**config.mk**
```make
export PLATFORM = sky130hd
export DESIGN_NAME = dmairq_ctrl
export DESIGN_NICKNAME = d
export VERILOG_FILES = /design/src/rtl/dmairq_pkg.sv /design/src/rtl/dmairq_status_bank.sv /design/src/rtl/dmairq_mask_bank.sv /design/src/rtl/dmairq_combine.sv /design/src/rtl/dmairq_ctrl.sv
export SDC_FILE = /design/constraint.sdc
export NUM_CORES = 1
export LEC_CHECK = 0
export BUFFER_PORTS_ARGS = -buffer_cell sky130_fd_sc_hd__buf_2
export CAP_MARGIN = 25
export CORE_MARGIN = 2
export CORE_UTILIZATION = 42
export DETAILED_ROUTE_END_ITERATION = 8
export GPL_TIMING_DRIVEN = 0
export PLACE_DENSITY = 0.84
export SLEW_MARGIN = 10
export SYNTH_ARGS = -nofsm -noshare
export SYNTH_HDL_FRONTEND = slang
export SYNTH_SLANG_ARGS = --single-unit
export TNS_END_PERCENT = 50
```
**constraint.sdc**
```tcl
create_clock -name clk -period 1.8 [get_ports clk]
set_clock_uncertainty 0.1 [all_clocks]
set_input_delay 0.18 -clock clk [delete_from_list [all_inputs] [get_ports clk]]
set_output_delay 0.18 -clock clk [all_outputs]
set_load 0.02 [all_outputs]
```
**src/rtl/dmairq_pkg.sv**
```systemverilog
package dmairq_pkg;
    // Bit positions decoded by software; fixed by the register layout.
    localparam int CH_ST_LSB   = 0;
    localparam int STALL_ST    = 13;
    localparam int FEMPTY_ST   = 14;
    localparam int BUSERR_ST   = 15;
    localparam int CH_MK_LSB   = 16;
    localparam int STALL_MK    = 29;
    localparam int FEMPTY_MK   = 30;
    localparam int WORD_W      = 32;
    localparam int GLOB_ST_N   = 3;   // stall, fifo empty, bus error
    localparam int GLOB_MK_N   = 2;   // stall, fifo empty

    typedef struct packed {
        logic buserr;
        logic fempty;
        logic stall;
    } glob_evt_t;
endpackage

```
**src/rtl/dmairq_status_bank.sv**
```systemverilog
module dmairq_status_bank #(
    parameter int W = 13
) (
    input  logic         clk,
    input  logic         rst_n,
    input  logic [W-1:0] set_i,
    input  logic         clr_en_i,
    input  logic [W-1:0] clr_i,
    output logic [W-1:0] bits_o
);
    typedef struct packed {
        logic [W-1:0] bits;
    } st_t;

    st_t st_d, st_q;
    logic [W-1:0] clr_eff;

    always_comb begin
        clr_eff = clr_en_i ? clr_i : '0;
        st_d = st_q;
        // Clear first, then set: a same-cycle event wins.
        st_d.bits = (st_q.bits & ~clr_eff) | set_i;
    end

    always_ff @(posedge clk or negedge rst_n) begin
        if (!rst_n) st_q <= '0;
        else        st_q <= st_d;
    end

    assign bits_o = st_q.bits;
endmodule

```
**src/rtl/dmairq_mask_bank.sv**
```systemverilog
module dmairq_mask_bank #(
    parameter int W = 12
) (
    input  logic         clk,
    input  logic         rst_n,
    input  logic         tgl_en_i,
    input  logic [W-1:0] tgl_i,
    output logic [W-1:0] bits_o
);
    typedef struct packed {
        logic [W-1:0] bits;
    } mk_t;

    mk_t mk_d, mk_q;

    always_comb begin
        mk_d = mk_q;
        if (tgl_en_i) mk_d.bits = mk_q.bits ^ tgl_i;
    end

    always_ff @(posedge clk or negedge rst_n) begin
        if (!rst_n) mk_q <= '0;
        else        mk_q <= mk_d;
    end

    assign bits_o = mk_q.bits;
endmodule

```
**src/rtl/dmairq_combine.sv**
```systemverilog
module dmairq_combine
    import dmairq_pkg::*;
#(
    parameter int NUM_CH = 10
) (
    input  logic [NUM_CH-1:0]    ch_st_i,
    input  logic [NUM_CH-1:0]    ch_mk_i,
    input  glob_evt_t            glob_st_i,
    input  logic [GLOB_MK_N-1:0] glob_mk_i,  // [0] stall, [1] fifo empty
    output logic                 irq_o
);
    logic [NUM_CH-1:0] ch_hit;

    for (genvar n = 0; n < NUM_CH; n++) begin : g_ch
        assign ch_hit[n] = ch_st_i[n] & ch_mk_i[n];
    end

    always_comb begin
        irq_o = (|ch_hit)
              | (glob_st_i.stall  & glob_mk_i[0])
              | (glob_st_i.fempty & glob_mk_i[1])
              | glob_st_i.buserr;
    end
endmodule

```
**src/rtl/dmairq_ctrl.sv**
```systemverilog
module dmairq_ctrl
    import dmairq_pkg::*;
#(
    parameter int NUM_CH = 10
) (
    input  logic              clk,
    input  logic              rst_n,
    input  logic              wr_en,
    input  logic [31:0]       wr_data,
    input  logic [NUM_CH-1:0] chan_evt,
    input  logic              stall_evt,
    input  logic              fifo_empty_evt,
    input  logic              bus_err_evt,
    output logic [31:0]       rd_data,
    output logic              irq
);
    localparam int ST_W = NUM_CH + GLOB_ST_N;
    localparam int MK_W = NUM_CH + GLOB_MK_N;

    logic [ST_W-1:0] st_set, st_clr, st_bits;
    logic [MK_W-1:0] mk_tgl, mk_bits;
    glob_evt_t       glob_st;
    logic [31:0]     used_mask;
    logic            unused_wr_bits;

    always_comb begin
        st_set = {bus_err_evt, fifo_empty_evt, stall_evt, chan_evt};
        st_clr = {wr_data[BUSERR_ST], wr_data[FEMPTY_ST], wr_data[STALL_ST],
                  wr_data[CH_ST_LSB +: NUM_CH]};
        mk_tgl = {wr_data[FEMPTY_MK], wr_data[STALL_MK],
                  wr_data[CH_MK_LSB +: NUM_CH]};
    end

    dmairq_status_bank #(.W(ST_W)) u_status (
        .clk      (clk),
        .rst_n    (rst_n),
        .set_i    (st_set),
        .clr_en_i (wr_en),
        .clr_i    (st_clr),
        .bits_o   (st_bits)
    );

    dmairq_mask_bank #(.W(MK_W)) u_mask (
        .clk      (clk),
        .rst_n    (rst_n),
        .tgl_en_i (wr_en),
        .tgl_i    (mk_tgl),
        .bits_o   (mk_bits)
    );

    assign glob_st = glob_evt_t'(st_bits[ST_W-1 -: GLOB_ST_N]);

    dmairq_combine #(.NUM_CH(NUM_CH)) u_comb (
        .ch_st_i   (st_bits[NUM_CH-1:0]),
        .ch_mk_i   (mk_bits[NUM_CH-1:0]),
        .glob_st_i (glob_st),
        .glob_mk_i (mk_bits[MK_W-1 -: GLOB_MK_N]),
        .irq_o     (irq)
    );

    always_comb begin
        rd_data = '0;
        rd_data[CH_ST_LSB +: NUM_CH] = st_bits[NUM_CH-1:0];
        rd_data[STALL_ST]            = glob_st.stall;
        rd_data[FEMPTY_ST]           = glob_st.fempty;
        rd_data[BUSERR_ST]           = glob_st.buserr;
        rd_data[CH_MK_LSB +: NUM_CH] = mk_bits[NUM_CH-1:0];
        rd_data[STALL_MK]            = mk_bits[NUM_CH];
        rd_data[FEMPTY_MK]           = mk_bits[NUM_CH+1];
    end

    // Bits of the write word with no storage behind them.
    always_comb begin
        used_mask = '0;
        used_mask[CH_ST_LSB +: NUM_CH] = '1;
        used_mask[CH_MK_LSB +: NUM_CH] = '1;
        used_mask[STALL_ST]  = 1'b1;
        used_mask[FEMPTY_ST] = 1'b1;
        used_mask[BUSERR_ST] = 1'b1;
        used_mask[STALL_MK]  = 1'b1;
        used_mask[FEMPTY_MK] = 1'b1;
        unused_wr_bits = ^(wr_data & ~used_mask);
    end
endmodule

```
[Word-level counts from Yosys, hierarchy flattened]
Cells that the tools add are included.
Storage, ports and cells
  register bits after elaboration: 25
  latch bits: 0
  RAM bits: 0
  bits in read-only memories: 0
  word-level logic and storage cells: 23
  memories: 0
Cells by class
  add/sub/neg operators: 0
  $mul: 0
  div/mod/pow operators: 0
  order comparisons: 0
  equality and inequality tests: 0
  shift-type cells: 0
  multiplexer cells: 1
  bitwise logic cells: 19
  reduce and logical (&&, ||, !) cells: 1
Operator list (count)
  $and 13x13->13: 1
  $mux 13: 1
  $not 13->13: 1
  $or 13x13->13: 1
  $and 1x1->1: 12
  $xor 12x12->12: 1
  $reduce_or 10->1: 1
  $or 1x1->1: 3

[Longest topological paths before layout]
Gate-level depths: netlist (run 1).
  word-level depth: 5
  mapped depth: 4

[Modules after synthesis]
A second synthesis (run 1) with hierarchy kept.
Second synthesis, totals
  cells, all modules: 93
  area total of the unflattened synthesis: 1058.5 µm²
By module, submodules not included
  dmairq_status_bank: times used 1, cells each 40, area each 483.0 µm²
  dmairq_mask_bank: times used 1, cells each 37, area each 461.7 µm²
  dmairq_combine: times used 1, cells each 8, area each 57.6 µm²
  dmairq_ctrl: times used 1, cells each 8, area each 56.3 µm²

[Least setup slack after synthesis (run 1)]
OpenSTA, ideal clock, no wires.
  path kind: reg2out
  start: register u_status.st_q (netlist bit u_status.bits_o[5])
  end: output irq
  arrival time: 1.154 ns
  data required time: 1.520 ns
  path slack: 0.366 ns
  cell stages (with the launch flop): 4
  path buffers: 0
  path through: dfrtp_1 > a222oi_1 > and3_1 > nand4_1
Between the ends
  longest elaborated chain between the ends: 5
RTL lines
  start, declared: line dmairq_status_bank.sv:15  | st_t st_d, st_q;
  start signal, assigned: line dmairq_status_bank.sv:27  | else st_q <= st_d;
  $and 1x1->1: line dmairq_combine.sv:15  | assign ch_hit[n] = ch_st_i[n] & ch_mk_i[n];
  $reduce_or 10->1: line dmairq_combine.sv:19  | irq_o = (|ch_hit)
  $or 1x1->1: line dmairq_combine.sv:20  | | (glob_st_i.stall & glob_mk_i[0])
  $or 1x1->1: line dmairq_combine.sv:21  | | (glob_st_i.fempty & glob_mk_i[1])
  $or 1x1->1: line dmairq_combine.sv:22  | | glob_st_i.buserr;
  end, declared: line dmairq_ctrl.sv:15  | output logic irq
Every way passes these cells.

[Worst setup path in the final report (run 1)]
Ends and elaborated chain as after synthesis.

==> qor.csv, run 1 <==
stage,metric,value,unit
floorplanning,IO Pins,81,
timing,fmax,543.0,MHz
global_routing,vias in the first global route,979,
timing,RSZ-0062 raised after global routing,true,
worst_hold_path,hold path start,wr_data[20],
routing,met3 WL,185,um
layout,fin area,1673,um^2
setup_path,crit path buf inv count,1,
layout,area grow syn2layout,57.85,%
routing,DRT iter0 DRCs,19,
clock_network,Sink Count,25,
setup_path,critical path class,flip-flop to primary output,
routing,DR vias,1021,
routing,Pre-antenna DRT Iters,4,
timing,final slew viol count,0,
yosys,complex-gate fraction of the synthesized area,0.1358,
setup_path,"CP delay by family, top",flip-flops,
yosys,Synth Area in Simple Gates,0.1004,
layout,most frequent cells in the layout,"buf_2, nand2_1, dfrtp_1",
routing,drt drc,0,
routing,post-route antenna net violation count,0,
routing,WL met1,1165,um
pwr,Total Power,0.001819,W
setup_path,Critical R2R Launch,u_status.bits_o[5],
place,GP Congestion,0.6820,
yosys,"Seq/Total Area, Yosys",0.5903,
setup_path,CP Depth,4,
setup_path,R2R setup slack,1.00,ns
setup_path,Worst Setup Start Kind,flip-flop,
yosys,Synth Area in XOR/XNOR,0.09917,
pwr,Static Leak,0.8452,nW
floorplanning,row cnt,18,
layout,share of post-route cells with drive strength above 1,0.4233,
run,Max-Cap Viols,0,
timing,final setup TNS,-0.04154,ns
timing,final setup margin,-0.04154,ns
place,DP Worst Slack,0.3176,ns
yosys,post-synthesis register bit count,25,
yosys,multiplexer share of the synthesized area,0,
layout,# diodes,0,
yosys,Syn Inst Count,94,
clock_network,clock transition at the registers of the reported paths,0.14,ns
place,number of I/O port buffers,65,
setup_path,Slowest Stage Delay on Critical Path,0.42,ns
setup_path,"Cell Chain, Critical Path","a222oi_1, and3_1, nand4_1, buf_2",
yosys,Post-Syn Area per Cell,11.27,um^2
worst_hold_path,Worst Hold Class,primary input to flip-flop,
layout,"commonest non-fill, non-tap cell in the layout",buf_2,
floorplanning,Die X,54.23,um
timing,Tcrit/Tclk final,1.023,
timing,Worst Tran Pin Value,0.5588,ns
floorplanning,Initial Util,0.4357,
timing,final setup fails,1,
routing,Post-Route WL,2745,um
run_status,failing checks,negative setup slack,
clock_network,CTS Buf Count,3,
pwr,Max VDD drop,0.8903,mV
pwr,Power per Cell Area,1087,nW/um^2
yosys,main combinational cell family by area after synthesis,compound AO/OA/AOI/OAI gates,
place,Final HPWL DP,1929,um
global_routing,global route total overflow,0,
worst_hold_path,Hold Path End,u_mask.bits_o[4],
yosys,yosys warns,0,
run_status,status,"complete, but fails checks",
worst_hold_path,Worst Hold Depth,3,
clock_network,clock root buffer,clkbuf_4,
floorplanning,core footprint,2432,um^2
global_routing,GRT Util Overall,0.2026,
place,placed inst area,1445,um^2
clock_network,worst skew pair latency,0.32,ns
routing,met2 wire length,1335,um
yosys,Synth cell types,12,
clock_network,Clock Path Buffers,2,
setup_path,CP Launch Point,u_status.bits_o[5],
setup_path,WP data arrival,1.56,ns
setup_path,Register-to-Register Path Depth,1,
setup_path,Crit Path Max Fanout,3,
timing,min Tclk post-route,1.842,ns
yosys,post-synthesis adder-cell area fraction,0,
global_routing,antenna violations before repair,0,
timing,Slew headroom,0.6275,
clock_network,H-tree levels,1,
clock_network,TritonCTS clock tree,built,
setup_path,"Req. time, crit path",1.52,ns
setup_path,CP endpoint kind,primary output,
routing,vias per cell,4.662,
timing,final hold violations,0,
setup_path,Worst R2R End,u_status.bits_o[5],
routing,post-DR wirelength/cell,12.53,um
floorplanning,die area,2941,um^2
yosys,synthesized area,1060,um^2
routing,Top Metal Used,met4,
layout,Nets,238,
setup_path,slowest cell on the critical path,dfrtp_1,
global_routing,pin count of the biggest net entering global routing,26,
global_routing,first-pass GRT wire length,4146,um
floorplanning,Chip Height,54.23,um
layout,post-layout util,0.6878,
-- power by group --
part | leakage (nW) | switching [W] | total, W | internal, W
Combinational | 0.557 | 0.000383 | 0.000702 | 0.000319
Clock | 0.0177 | 0.000166 | 0.000249 | 0.0000831
Sequential | 0.270 | 0.000149 | 0.000868 | 0.000719
Total | 0.845 | 0.000698 | 0.00182 | 0.00112
-- kinds of logic after synthesis --
logic type      after synthesis
simple gates                 27
flops                        25
other cells                   1
xor+xnor                     12
compound gates               19
buf+inv                      10
-- sequential cells by signal, summed over array words and instances (netlist names) --
| signal | flops |
|---|---|
| u_status.bits_o | 13 |
| u_mask.bits_o | 12 |
-- through the flow --
step | std cells | hold slack (ns)
final | 219 | 0.0004549
after global routing | 219 | 0.001343
after CTS | 215 | 0.0006922
after detailed placement | 195 | 0.09705
after global placement | 195 | 0.08093
after floorplan | 100 | -0.2156
-- layout make-up --
| class | instances | area [um^2] |
|---|---|---|
| multi-input combinational | 65 | 381.6 |
| fill | 196 | 759.5 |
| tap | 30 | 37.54 |
| buffer | 10 | 75.07 |
| timing repair buffer | 85 | 525.5 |
| clock inverter | 1 | 5.005 |
| sequential | 25 | 625.6 |
| clock buffer | 3 | 22.52 |
-- timing repair --
item | 4_1_cts | 5_1_grt
hold buffers | 16 | 4
setup endpoints to repair | 1 | 1
hold endpoints to repair | 40 | 4
resized for setup | 0 | 0
setup buffers | 0 | 0
-- cell usage after synthesis (all sizes together) --
cell,count,area share
a22oi,4,0.028
nand2,25,0.089
and3,1,0.0059
nand4,1,0.0059
a21oi,1,0.0047
buf,10,0.071
a222oi,1,0.0094
dfrtp,25,0.59
xnor2,12,0.099
a21o,13,0.093
conb,1,0.0035
-- worst max path at each step --
stage	endpoint	slack (ns)
5_1_grt	irq	-0.17
6_report	irq	-0.04
2_1_floorplan	irq	0.37
4_1_cts	irq	-0.05
3_5_place_dp	irq	0.32
3_3_place_gp	irq	0.31
-- routing by layer --
layer,vias to the layer above,track usage
li1,487,-
met1,473,0.2496
met2,55,0.3353
met3,6,0.03279
met4,0,0.1167
met5,-,0
Power figures use the tool's default switching activity.
==> run 2, diff against run 1 <==
--- a/config.mk
+++ b/config.mk
@@ -8,10 +8,10 @@
 export BUFFER_PORTS_ARGS = -buffer_cell sky130_fd_sc_hd__buf_2
 export CAP_MARGIN = 25
 export CORE_MARGIN = 2
-export CORE_UTILIZATION = 42
+export CORE_UTILIZATION = 40
 export DETAILED_ROUTE_END_ITERATION = 8
 export GPL_TIMING_DRIVEN = 0
-export PLACE_DENSITY = 0.84
+export PLACE_DENSITY = 0.8
 export SLEW_MARGIN = 10
 export SYNTH_ARGS = -nofsm -noshare
 export SYNTH_HDL_FRONTEND = slang
==> run 2 against run 1 <==
The run still ends with negative setup slack left. Combinational power up 7.8%. Final cell count up 2.3%. Sequential power up 0.5%. Routed wire length up 11%. Critical path depth unchanged. Power up 2.9%. Maximum frequency up 0.62%. Clock power down 2%. Setup slack better by 0.011 ns. Count of clock-buffer cells in the layout unchanged. Highest routed layer unchanged.
==> qor.csv, run 2 (synthesis results as in run 1) <==
stage,metric,value,unit
setup_path,Critical R2R Launch,u_status.bits_o[5],
timing,final slew viol count,0,
layout,Nets,243,
layout,Largest register FFs,13,
global_routing,first-pass GRT wire length,5002,um
routing,DRT iter0 DRCs,19,
floorplanning,Chip Height,55.47,um
clock_network,worst skew pair latency,0.31,ns
routing,vias per cell,4.603,
pwr,Max VDD drop,0.8075,mV
pwr,Static Leak,0.8676,nW
clock_network,clock transition at the registers of the reported paths,0.12,ns
global_routing,antenna violations before repair,0,
timing,fmax,546.4,MHz
routing,drt drc,0,
global_routing,pin count of the biggest net entering global routing,26,
routing,Pre-antenna DRT Iters,4,
run_status,failing checks,negative setup slack,
worst_hold_path,hold path start,wr_data[24],
setup_path,critical path class,flip-flop to primary output,
setup_path,slowest cell on the critical path,dfrtp_1,
timing,min Tclk post-route,1.830,ns
setup_path,Crit Path Max Fanout,3,
timing,final hold violations,0,
setup_path,WP data arrival,1.55,ns
routing,DR vias,1031,
run,Max-Cap Viols,0,
layout,share of post-route cells with drive strength above 1,0.4278,
routing,post-DR wirelength/cell,13.55,um
worst_hold_path,Worst Hold Class,primary input to flip-flop,
place,number of I/O port buffers,65,
layout,"commonest non-fill, non-tap cell in the layout",buf_2,
timing,final setup margin,-0.03020,ns
pwr,Power per Cell Area,1091,nW/um^2
clock_network,H-tree levels,1,
clock_network,CTS Buf Count,3,
timing,final setup TNS,-0.03020,ns
clock_network,Clock Path Buffers,2,
setup_path,"Cell Chain, Critical Path","a222oi_1, and3_1, nand4_1, buf_2",
global_routing,vias in the first global route,1125,
timing,Tcrit/Tclk final,1.017,
clock_network,clock root buffer,clkbuf_4,
layout,final std cells w/o fill,224,
setup_path,R2R setup slack,0.88,ns
run_status,status,"complete, but fails checks",
timing,Worst Tran Pin Value,0.5476,ns
layout,most frequent cells in the layout,"buf_2, nand2_1, dfrtp_1",
floorplanning,core footprint,2500,um^2
setup_path,Slowest Stage Delay on Critical Path,0.41,ns
floorplanning,Die X,55.47,um
clock_network,post-cts repair resize count,0,
floorplanning,Initial Util,0.4239,
place,dpl cells,195,
place,Final HPWL DP,2077,um
clock_network,TritonCTS clock tree,built,
timing,RSZ-0062 raised after global routing,true,
timing,Slew headroom,0.6349,
setup_path,CP endpoint kind,primary output,
global_routing,global route total overflow,0,
floorplanning,IO Pins,81,
setup_path,CP Launch Point,u_status.bits_o[5],
timing,final setup fails,1,
floorplanning,row cnt,18,
layout,# diodes,0,
floorplanning,die area,3077,um^2
pwr,Total Power,0.001872,W
routing,Post-Route WL,3035,um
timing,Hold WS,0.01931,ns
clock_network,Sink Count,25,
routing,post-route antenna net violation count,0,
place,GP Congestion,0.7714,
global_routing,GRT Util Overall,0.2091,
setup_path,Worst Setup Start Kind,flip-flop,
layout,area grow syn2layout,61.87,%
setup_path,"Req. time, crit path",1.52,ns
[run 2: worst paths after layout]
path | to | depth (start not counted)
setup / recovery | irq | 4
hold / removal | u_mask.bits_o[8] | 3
setup reg to reg | u_status.bits_o[5] | 2
hold reg to reg | u_mask.bits_o[8] | 1
max in group asynchronous | u_status.bits_o[8] | 2
min in group asynchronous | u_mask.bits_o[11] | 2
[run 2: what timing repair did]
action,CTS,global route
endpoints found under the hold margin,45,1
buffers inserted,2,1
hold buffers,21,1
pin swaps,2,2
setup endpoints to repair,1,1
[run 2: critical path, delay by kind of cell, from the launching register on]
| kind | cells | cell delay, ns |
|---|---|---|
| AO/OA/AOI/OAI | 1 | 0.34 |
| buffers and inverters | 1 | 0.19 |
| flip-flops | 1 | 0.41 |
| AND/OR/NAND/NOR | 2 | 0.31 |
[run 2: stage by stage]
stage	util	setup slack, ns	cell area, um^2
final	0.6862	-0.03020	1715
after detailed placement	0.5781	0.2928	1445
after CTS	0.6792	-0.07589	1698
after floorplan	-	0.3660	1082
after global routing	0.6862	-0.1131	1715
after global placement	0.5781	0.3070	1445
[run 2: final cells by class]
class | count | area [um^2]
Multi-Input combinational cell | 65 | 381.6
Buffer | 10 | 75.07
Tap cell | 30 | 37.54
Fill cell | 200 | 784.5
Sequential cell | 25 | 625.6
Timing Repair Buffer | 90 | 568.0
Clock buffer | 3 | 22.52
Clock inverter | 1 | 5.005
[run 2: power breakdown]
part	internal, W	switching (W)	total (W)
sequential	0.000719	0.000152	0.000872
combinational	0.000351	0.000406	0.000757
clock	0.0000830	0.000161	0.000244
[run 2: routing by layer]
| layer | up-vias | part of all wire | global-route usage |
|---|---|---|---|
| li1 | 495 | - | - |
| met1 | 483 | 0.37 | 0.2273 |
| met2 | 47 | 0.55 | 0.3827 |
| met3 | 6 | 0.060 | 0.05152 |
| met4 | 0 | 0.019 | 0.08711 |
| met5 | - | 0 | 0 |
==> run 3, diff against run 2 <==
--- a/config.mk
+++ b/config.mk
@@ -7,11 +7,13 @@
 export LEC_CHECK = 0
 export BUFFER_PORTS_ARGS = -buffer_cell sky130_fd_sc_hd__buf_2
 export CAP_MARGIN = 25
+export CORE_ASPECT_RATIO = 0.6
 export CORE_MARGIN = 2
-export CORE_UTILIZATION = 40
+export CORE_UTILIZATION = 41
 export DETAILED_ROUTE_END_ITERATION = 8
 export GPL_TIMING_DRIVEN = 0
-export PLACE_DENSITY = 0.8
+export PLACE_DENSITY = 0.82
+export SETUP_SLACK_MARGIN = 0.3
 export SLEW_MARGIN = 10
 export SYNTH_ARGS = -nofsm -noshare
 export SYNTH_HDL_FRONTEND = slang
==> run 3 against run 2 <==
The flow still finishes with violations (negative setup slack). Highest routed layer unchanged. Count of clock-buffer cells in the layout unchanged. Power rose by 2.8%. Routed wire length is 13% lower. Sequential share of layout area is 1.6 points higher. First-iteration DRC count grew 130%. Critical path depth did not move. Largest power group unchanged. Worst hold slack worse by 0.0053 ns. Sequential power is 0.9% lower.
==> qor.csv, run 3 (synthesis results as in run 1) <==
stage,metric,value,unit
run_status,status,"complete, but fails checks",
run_status,failing checks,negative setup slack,
floorplanning,Die X,69.64,um
run,Max-Cap Viols,0,
global_routing,antenna violations before repair,0,
routing,post-DR wirelength/cell,12.28,um
pwr,Max VDD drop,0.7053,mV
clock_network,CTS Buf Count,3,
setup_path,critical path class,flip-flop to primary output,
routing,DR vias,963,
floorplanning,IO Pins,81,
setup_path,Crit Path Max Fanout,3,
routing,post-route antenna net violation count,0,
timing,Hold WS,0.01400,ns
timing,final slew viol count,0,
layout,"commonest non-fill, non-tap cell in the layout",buf_2,
layout,fin area,1645,um^2
layout,# diodes,0,
setup_path,"Req. time, crit path",1.52,ns
place,number of I/O port buffers,65,
timing,fmax,548.3,MHz
setup_path,Worst Setup Start Kind,flip-flop,
place,dpl cells,197,
layout,final std cells w/o fill,216,
timing,final setup margin,-0.02389,ns
timing,final hold violations,0,
worst_hold_path,Worst Hold Class,primary input to flip-flop,
floorplanning,core footprint,2487,um^2
clock_network,TritonCTS clock tree,built,
setup_path,WP data arrival,1.54,ns
routing,drt drc,0,
pwr,Static Leak,0.8370,nW
place,GP Congestion,0.6581,
layout,share of post-route cells with drive strength above 1,0.4457,
clock_network,worst skew pair latency,0.27,ns
global_routing,GRT Util Overall,0.1896,
timing,final setup fails,1,
clock_network,Sink Count,25,
global_routing,vias in the first global route,932,
clock_network,Clock Path Buffers,2,
routing,Post-Route WL,2652,um
setup_path,"Cell Chain, Critical Path","a222oi_1, and3_1, nand4_1, buf_6",
place,Final HPWL DP,1946,um
global_routing,first-pass GRT wire length,4416,um
layout,area grow syn2layout,55.25,%
clock_network,clock transition at the registers of the reported paths,0.08,ns
setup_path,Slowest Stage Delay on Critical Path,0.40,ns
routing,Pre-antenna DRT Iters,4,
layout,most frequent cells in the layout,"buf_2, nand2_1, dfrtp_1",
timing,Slew headroom,0.6381,
routing,vias per cell,4.458,
setup_path,CP endpoint kind,primary output,
routing,DRT iter0 DRCs,44,
layout,Largest register FFs,13,
timing,RSZ-0062 raised after global routing,true,
timing,Tcrit/Tclk final,1.013,
pwr,Power per Cell Area,1170,nW/um^2
global_routing,pin count of the biggest net entering global routing,26,
floorplanning,row cnt,14,
floorplanning,Initial Util,0.4261,
floorplanning,Chip Height,43.38,um
clock_network,H-tree levels,1,
floorplanning,die area,3021,um^2
clock_network,clock root buffer,clkbuf_8,
timing,min Tclk post-route,1.824,ns
place,placed inst area,1448,um^2
global_routing,global route total overflow,0,
setup_path,slowest cell on the critical path,dfrtp_1,
timing,Worst Tran Pin Value,0.5429,ns
layout,Nets,233,
[run 3: final timing paths]
check | start | to | slack, ns | cells past startpoint
worst max-delay path | u_status.bits_o[5] | irq | -0.02 | 4
worst min-delay path | chan_evt[7] | u_status.bits_o[7] | 0.01 | 2
worst max register to register | u_mask.bits_o[5] | u_mask.bits_o[5] | 0.95 | 2
worst min register to register | u_mask.bits_o[8] | u_mask.bits_o[8] | 0.40 | 1
max in group asynchronous | rst_n | u_mask.bits_o[9] | 0.92 | 2
min in group asynchronous | rst_n | u_status.bits_o[8] | 0.32 | 2
[run 3: timing repair]
action	4_1_cts	5_1_grt
hold buffers	12	1
setup endpoints to repair	1	1
gates resized for setup	0	2
setup buffers	2	0
pin swaps	2	2
hold endpoints to repair	36	1
gates cloned	0	0
[run 3: metrics by stage]
stage	util	setup TNS [ns]	setup slack (ns)	power, W
6_report	0.6615	-0.02389	-0.02389	0.001925
5_1_grt	0.6615	-0.1446	-0.1446	0.002039
4_1_cts	0.6549	-0.02546	-0.02546	0.001935
3_5_place_dp	0.5820	0	0.2677	0.001551
3_3_place_gp	0.5820	0	0.2918	0.001534
2_1_floorplan	-	0	0.3660	0.001280
[run 3: layer usage]
layer | up-vias | global-route usage | wire, um
li1 | 475 | - | -
met1 | 447 | 0.2481 | 1175
met2 | 39 | 0.3038 | 1265
met3 | 2 | 0.07209 | 197
met4 | 0 | 0.05385 | 13
met5 | - | 0 | 0
[run 3: where the power goes]
| group | leakage [nW] | total (W) | switching [W] | internal (W) |
|---|---|---|---|---|
| Combinational | 0.542 | 0.000734 | 0.000397 | 0.000337 |
| Clock | 0.0255 | 0.000328 | 0.000173 | 0.000155 |
| Sequential | 0.270 | 0.000864 | 0.000144 | 0.000720 |
[run 3: critical path, delay by kind of cell (launching register included)]
family                 cells  cell delay, ns
AND/OR/NAND/NOR            2            0.34
buffers and inverters      1            0.15
flip-flops                 1            0.40
AO/OA/AOI/OAI              1            0.39
[run 3: area by class of cell]
cell class,instances,area [um^2]
buffer,10,75.07
clock buffer,3,41.29
clock inverter,1,5.005
fill,222,842.1
multi-input combinational,65,381.6
sequential,25,625.6
tap,32,40.04
timing repair buffer,80,476.7
